==> src/rtl/los_pkg.sv <==
package los_pkg;

   typedef enum logic {
      LOS_CLEAR  = 1'b0,
      LOS_ACTIVE = 1'b1
   } los_state_e;

endpackage

==> src/rtl/los_zero_run.sv <==
module los_zero_run #(
   parameter int RUN_LEN = 180,
   localparam int CW     = $clog2(RUN_LEN + 1)
) (
   input  logic          clk,
   input  logic          rst_n,
   input  logic          bit_valid_i,
   input  logic          bit_i,
   output logic [CW-1:0] run_nxt_o
);

   localparam logic [CW-1:0] RUN_MAX = CW'(RUN_LEN);

   logic [CW-1:0] run_q;

   always_comb begin
      run_nxt_o = run_q;
      if (bit_valid_i) begin
         if (bit_i)
            run_nxt_o = '0;
         else if (run_q != RUN_MAX)
            run_nxt_o = run_q + 1'b1;
      end
   end

   always_ff @(posedge clk or negedge rst_n) begin
      if (!rst_n) run_q <= '0;
      else        run_q <= run_nxt_o;
   end

   AST_RUN_SATURATES: assert property (@(posedge clk) disable iff (!rst_n)
      run_q <= RUN_MAX);
   AST_ONE_RESTARTS_RUN: assert property (@(posedge clk) disable iff (!rst_n)
      (bit_valid_i && bit_i) |=> (run_q == '0));
   AST_RUN_IDLE_HOLD: assert property (@(posedge clk) disable iff (!rst_n)
      !bit_valid_i |=> $stable(run_q));

endmodule

==> src/rtl/los_ones_window.sv <==
module los_ones_window #(
   parameter int WIN_LEN = 180,
   localparam int CW     = $clog2(WIN_LEN + 1)
) (
   input  logic          clk,
   input  logic          rst_n,
   input  logic          bit_valid_i,
   input  logic          bit_i,
   output logic [CW-1:0] ones_nxt_o
);

   logic [WIN_LEN-1:0] hist_q;
   logic [CW-1:0]      ones_q;
   logic               oldest;

   assign oldest = hist_q[WIN_LEN-1];

   generate
      if (WIN_LEN == 1) begin : g_single
         always_ff @(posedge clk or negedge rst_n) begin
            if (!rst_n)           hist_q <= '0;
            else if (bit_valid_i) hist_q <= bit_i;
         end
      end else begin : g_shift
         always_ff @(posedge clk or negedge rst_n) begin
            if (!rst_n)           hist_q <= '0;
            else if (bit_valid_i) hist_q <= {hist_q[WIN_LEN-2:0], bit_i};
         end
      end
   endgenerate

   always_comb begin
      ones_nxt_o = ones_q;
      if (bit_valid_i) begin
         case ({bit_i, oldest})
            2'b10:   ones_nxt_o = ones_q + 1'b1;
            2'b01:   ones_nxt_o = ones_q - 1'b1;
            default: ones_nxt_o = ones_q;
         endcase
      end
   end

   always_ff @(posedge clk or negedge rst_n) begin
      if (!rst_n) ones_q <= '0;
      else        ones_q <= ones_nxt_o;
   end

   AST_ONES_BOUND: assert property (@(posedge clk) disable iff (!rst_n)
      ones_q <= CW'(WIN_LEN));
   AST_WINDOW_COUNT: assert property (@(posedge clk) disable iff (!rst_n)
      ones_q == CW'($countones(hist_q)));
   AST_WINDOW_IDLE_HOLD: assert property (@(posedge clk) disable iff (!rst_n)
      !bit_valid_i |=> ($stable(ones_q) && $stable(hist_q)));

endmodule

==> src/rtl/los_detector.sv <==
module los_detector #(
   parameter int RUN_LEN  = 180,
   parameter int WIN_LEN  = 180,
   parameter int MIN_ONES = 60
) (
   input  logic clk,
   input  logic rst_n,
   input  logic bit_valid_i,
   input  logic rx_pos_i,
   input  logic rx_neg_i,
   input  logic ext_loss_i,
   input  logic zero_det_en_i,
   output logic loss_o,
   output logic loss_chg_o,
   output logic oof_req_o,
   output logic ferf_req_o
);
   import los_pkg::*;

   localparam int RCW = $clog2(RUN_LEN + 1);
   localparam int OCW = $clog2(WIN_LEN + 1);
   localparam logic [RCW-1:0] RUN_MAX  = RCW'(RUN_LEN);
   localparam logic [OCW-1:0] ONES_MIN = OCW'(MIN_ONES);

   generate
      if (RUN_LEN < 1) begin : g_bad_run
         $error("RUN_LEN must be at least 1");
      end
      if (WIN_LEN < 1) begin : g_bad_win
         $error("WIN_LEN must be at least 1");
      end
      if (MIN_ONES < 1 || MIN_ONES > WIN_LEN) begin : g_bad_ones
         $error("MIN_ONES must lie in 1..WIN_LEN");
      end
   endgenerate

   logic           rx_bit;
   logic [RCW-1:0] run_nxt;
   logic [OCW-1:0] ones_nxt;
   los_state_e     loss_q, loss_d;
   logic           chg_q;

   assign rx_bit = rx_pos_i | rx_neg_i;

   los_zero_run #(.RUN_LEN(RUN_LEN)) u_run (
      .clk         (clk),
      .rst_n       (rst_n),
      .bit_valid_i (bit_valid_i),
      .bit_i       (rx_bit),
      .run_nxt_o   (run_nxt)
   );

   los_ones_window #(.WIN_LEN(WIN_LEN)) u_win (
      .clk         (clk),
      .rst_n       (rst_n),
      .bit_valid_i (bit_valid_i),
      .bit_i       (rx_bit),
      .ones_nxt_o  (ones_nxt)
   );

   always_comb begin
      loss_d = loss_q;
      if (ext_loss_i)
         loss_d = LOS_ACTIVE;
      else if (bit_valid_i) begin
         if (loss_q == LOS_CLEAR && zero_det_en_i && run_nxt == RUN_MAX)
            loss_d = LOS_ACTIVE;
         else if (loss_q == LOS_ACTIVE && ones_nxt >= ONES_MIN)
            loss_d = LOS_CLEAR;
      end
   end

   always_ff @(posedge clk or negedge rst_n) begin
      if (!rst_n) begin
         loss_q <= LOS_ACTIVE;
         chg_q  <= 1'b0;
      end else begin
         loss_q <= loss_d;
         chg_q  <= (loss_d != loss_q);
      end
   end

   assign loss_o     = (loss_q == LOS_ACTIVE);
   assign loss_chg_o = chg_q;
   assign oof_req_o  = loss_o;
   assign ferf_req_o = loss_o;

   AST_EXT_FORCES_LOSS: assert property (@(posedge clk) disable iff (!rst_n)
      ext_loss_i |=> loss_o);
   AST_STROBE_ON_CHANGE: assert property (@(posedge clk) disable iff (!rst_n)
      chg_q |-> (loss_q != $past(loss_q)));
   AST_CHANGE_HAS_STROBE: assert property (@(posedge clk) disable iff (!rst_n)
      (loss_q != $past(loss_q)) |-> chg_q);
   AST_IDLE_HOLDS_LOSS: assert property (@(posedge clk) disable iff (!rst_n)
      (!bit_valid_i && !ext_loss_i) |=> $stable(loss_q));
   AST_NO_ZERO_DECLARE_OFF: assert property (@(posedge clk) disable iff (!rst_n)
      (!zero_det_en_i && !ext_loss_i && !loss_o) |=> !loss_o);

endmodule

==> config.mk <==
export PLATFORM = sky130hd
export DESIGN_NAME = los_detector
export DESIGN_NICKNAME = d
export VERILOG_FILES = /design/src/rtl/los_pkg.sv /design/src/rtl/los_zero_run.sv /design/src/rtl/los_ones_window.sv /design/src/rtl/los_detector.sv
export SDC_FILE = /design/constraint.sdc
export NUM_CORES = 1
export LEC_CHECK = 0
export BUFFER_PORTS_ARGS = -buffer_cell sky130_fd_sc_hd__buf_2
export CAP_MARGIN = 20
export CORE_MARGIN = 1.5
export CORE_UTILIZATION = 63
export CTS_BUF_LIST = sky130_fd_sc_hd__clkbuf_4 sky130_fd_sc_hd__clkbuf_8
export DETAILED_ROUTE_END_ITERATION = 8
export GPL_TIMING_DRIVEN = 0
export PLACE_DENSITY = 0.81
export SLEW_MARGIN = 25
export SYNTH_ARGS = -nofsm -noshare
export SYNTH_HDL_FRONTEND = slang
export SYNTH_SLANG_ARGS = --single-unit
==> constraint.sdc <==
create_clock -name clk -period 2.8 [get_ports clk]
set_input_delay 0.56 -clock clk [delete_from_list [all_inputs] [get_ports clk]]
set_output_delay 0.56 -clock clk [all_outputs]
set_load 0.01 [all_outputs]
==> qor.yml <==
synth_most_common_cell: "dfrtp_1"
clock_skew_ps: 9.940
yosysTopAreaCell: "dfrtp_1"
synth_fa_ha_area_share_pct: 0.7746
die_width_um: 116.2
reg2reg_depth: 11
ioPinCount: 11
final_cell_area_um2: 8801
cap_violations: 0
dr.pass1.iters: 4
crit_fanout: 10
final-hold-violation-count: 0
dp_hpwl_mm: 7.689
syn_area_um2: 8076
synth_commonest_cells: "dfrtp_1 (197), mux2_2 (179), nand2_1 (15)"
fin_crit_sh_pct: 94.84
via_count: 4270
grt_pass1_vias: 4434
cp-startpoint: "rx_neg_i"
synthFlopType: "dfrtp_1"
holdWs_ps: 84.70
port_buffers: 10
place.gp.congestion: 0.8529
grt_pass1_wl_mm: 20.56
synth_nets: 558
worst_pin_slew_ps: 696.8
timing.rr.end: "loss_chg_o"
synth_edf_count: 0
worst_setup_path_end_kind: "flop"
max-clock-path-buffers: 2
slew_headroom_pct: 53.55
yosysTopAreaCellShare_pct: 61.04
power_leakage_nw: 4.242
startpoint_type: "primary input"
yosys_warnings: 0
gr-usage-all-layers_pct: 19.65
clkSinkCount: 198
cp.depth: 14
cp_cell_sequence: "buf_2 -> or2_4 -> clkinv_4 -> ha_4 -> buf_6 -> xor2_1 -> ha_2 -> inv_1 -> o32a_1 -> o21ai_1 -> mux2i_1 -> xnor2_1 -> a211o_1 -> a31o_1"
placed_area_um2: 8408
critPathCapture: "loss_chg_o"
synth-simple-area-share_pct: 4.276
synth_xor_area_share_pct: 0.8675
area_growth_pct: 8.970
drv_slew: 0
p_per_area_nw_per_um2: 659.0
clock_latency_ps: 460
layout-drive-gt1-share_pct: 42.11
grt_remaining_overflow: 0
status: "complete, no violations"
synth_top_cells_by_area: "dfrtp_1 (61%), mux2_2 (25%), ha_1 (0.77%), nand2_1 (0.70%), a21oi_1 (0.68%)"
synth_top_family_by_area: "multiplexers"
finalPower_mw: 5.800
final_nets: 588
synth_compound_area_share_pct: 4.911
viasPerCell: 5.611
rows: 41
synthMuxAreaShare_pct: 25.33
yosysSeqAreaShare_pct: 61.36
worstPathArrival_ps: 3020
hp-class: "in2async"
antenna_found_initial: 0
wl_per_cell_um: 15.13
worstPathRequired_ps: 3160
seq_area_um2: 4956
crit_type: "in2reg"
vdd_drop_max_mv: 0.3976
setup_viol: 0
postSynth.asyncResetShare_pct: 100.0
cpLargestDelayFamily: "compound AO/OA/AOI/OAI gates"
core_region_area_um2: 12570
dieArea_um2: 13510
cts_buffers: 17
multiInputGateArea_um2: 2944
synth_seq_cells: 198
nFillCells: 843
r2r_setup_slack_ps: 270
h-tree-depth: 4
root_buffer: "clkbuf_8"
cts-hold-fix-buffers: 0
first_iter_violations: 231
diodes: 0
path_buf_inv: 4
die_height_um: 116.2
ys_types: 64
start_util_pct: 64.26
fmax_ghz: 0.3766
cts_tree: "built"
layout_min_cycle_time_ps: 2656
grt_max_degree: 104
netlist_instances: 546
ant_nets: 0
crit_path_top_delay_cell: "o32a_1"
timing.rr.start: "u_win.hist_q[179]"
rsz0062_at_grt: "no"
syn_area_per_cell_um2: 14.79
routed_wl_mm: 11.52
cpPeakStageDelay_ps: 310
route.detailed.drc: 0
path_clk_slew_ps: 100
-- through the flow --
| step | TNS (ps) | setup slack (ps) | cells | util [%] |
|---|---|---|---|---|
| after floorplan | -16.04 | -16.04 | 546 | - |
| after CTS | 0 | 177.0 | 761 | 70.02 |
| after global routing | 0 | 10.13 | 761 | 70.02 |
| final | 0 | 144.3 | 761 | 70.02 |
| after detailed placement | -615.0 | -348.3 | 729 | 66.90 |
| after global placement | -334020 | -1705 | 728 | 66.60 |
-- cells by family (layout without fill, tap and decap cells) --
logic type | Yosys count | in the layout
buffers and inverters | 41 | 84
AO/OA/AOI/OAI | 50 | 50
XOR/XNOR | 8 | 8
AND/OR/NAND/NOR | 62 | 62
flip-flops | 198 | 198
multiplexers | 182 | 182
adder cells (fa/ha/maj) | 5 | 5
-- where the power goes --
part / internal (mW) / switching (mW)
combinational: 0.376 / 0.404
sequential: 3.10 / 0.148
clock: 0.745 / 1.03
-- area by class of cell --
type,instances,share of cell area [%]
flip-flops and latches,198,56.31
inverters,11,0.6824
repair buffers,11,0.9952
clock inverters,15,1.806
clock buffers,17,2.659
multi-input cells,307,33.45
well taps,172,2.445
plain buffers,30,1.649
-- registers in the layout (all words and copies together), names as in the netlist --
name and cells:
u_win.hist_q 180, u_run.run_q 8, ferf_req_o 1, loss_chg_o 1, u_win.ones_q 8
-- timing repair --
| action | CTS | global route |
|---|---|---|
| setup buffers | 0 | 0 |
| gates resized for setup | 0 | 1 |
| setup endpoints to repair | 0 | 1 |
-- metal layers --
metal | vias to the layer above | routed length [um] | track usage [%] | part of all wire (%)
met1 | 2183 | 5200 | 25.04 | 45
met2 | 60 | 5830 | 32.94 | 51
li1 | 2015 | - | - | -
met3 | 12 | 326 | 5.138 | 2.8
met5 | - | 0 | 0 | 0
met4 | 0 | 159 | 6.992 | 1.4
-- worst min path at each step --
| stage | start | endpoint | slack, ps | cells after the start |
|---|---|---|---|---|
| final | rst_n | u_win.ones_q[2] | 80 | 1 |
| after detailed placement | u_win.hist_q[0] | u_win.hist_q[0] | 480 | 1 |
| after floorplan | rst_n | loss_chg_o | 260 | 0 |
| after global routing | rst_n | u_win.ones_q[5] | 120 | 1 |
| after global placement | u_win.hist_q[0] | u_win.hist_q[0] | 470 | 1 |
| after CTS | rst_n | u_win.hist_q[135] | 100 | 1 |
-- layout by cell type (no fill, tap or decap), types with 3 or more instances in the layout --
| master | count |
|---|---|
| dfrtp_1 | 197 |
| mux2_2 | 179 |
| clkbuf_8 | 17 |
| nand2_1 | 15 |
| buf_2 | 14 |
| nor2_1 | 13 |
| a21oi_1 | 11 |
| clkbuf_1 | 11 |
| buf_1 | 9 |
| inv_1 | 8 |
| inv_6 | 7 |
| o21ai_0 | 6 |
| xnor2_1 | 6 |
| nand2b_1 | 4 |
| nand4_1 | 4 |
| clkinv_4 | 4 |
| buf_4 | 3 |
| nor3_1 | 3 |
| mux2i_1 | 3 |
| nand3_1 | 3 |
| ha_1 | 3 |
| inv_8 | 3 |
-- worst register-to-register path, delay by kind of cell, from the launching register on --
kind,cells,cell delay [ps]
buffers and inverters,2,190
xor gates and xnor gates,2,270
adders and majority gates,2,410
DFF,1,430
muxes,1,240
AOI/OAI and AO/OA,4,900
(Power assumes the default switching activity.)
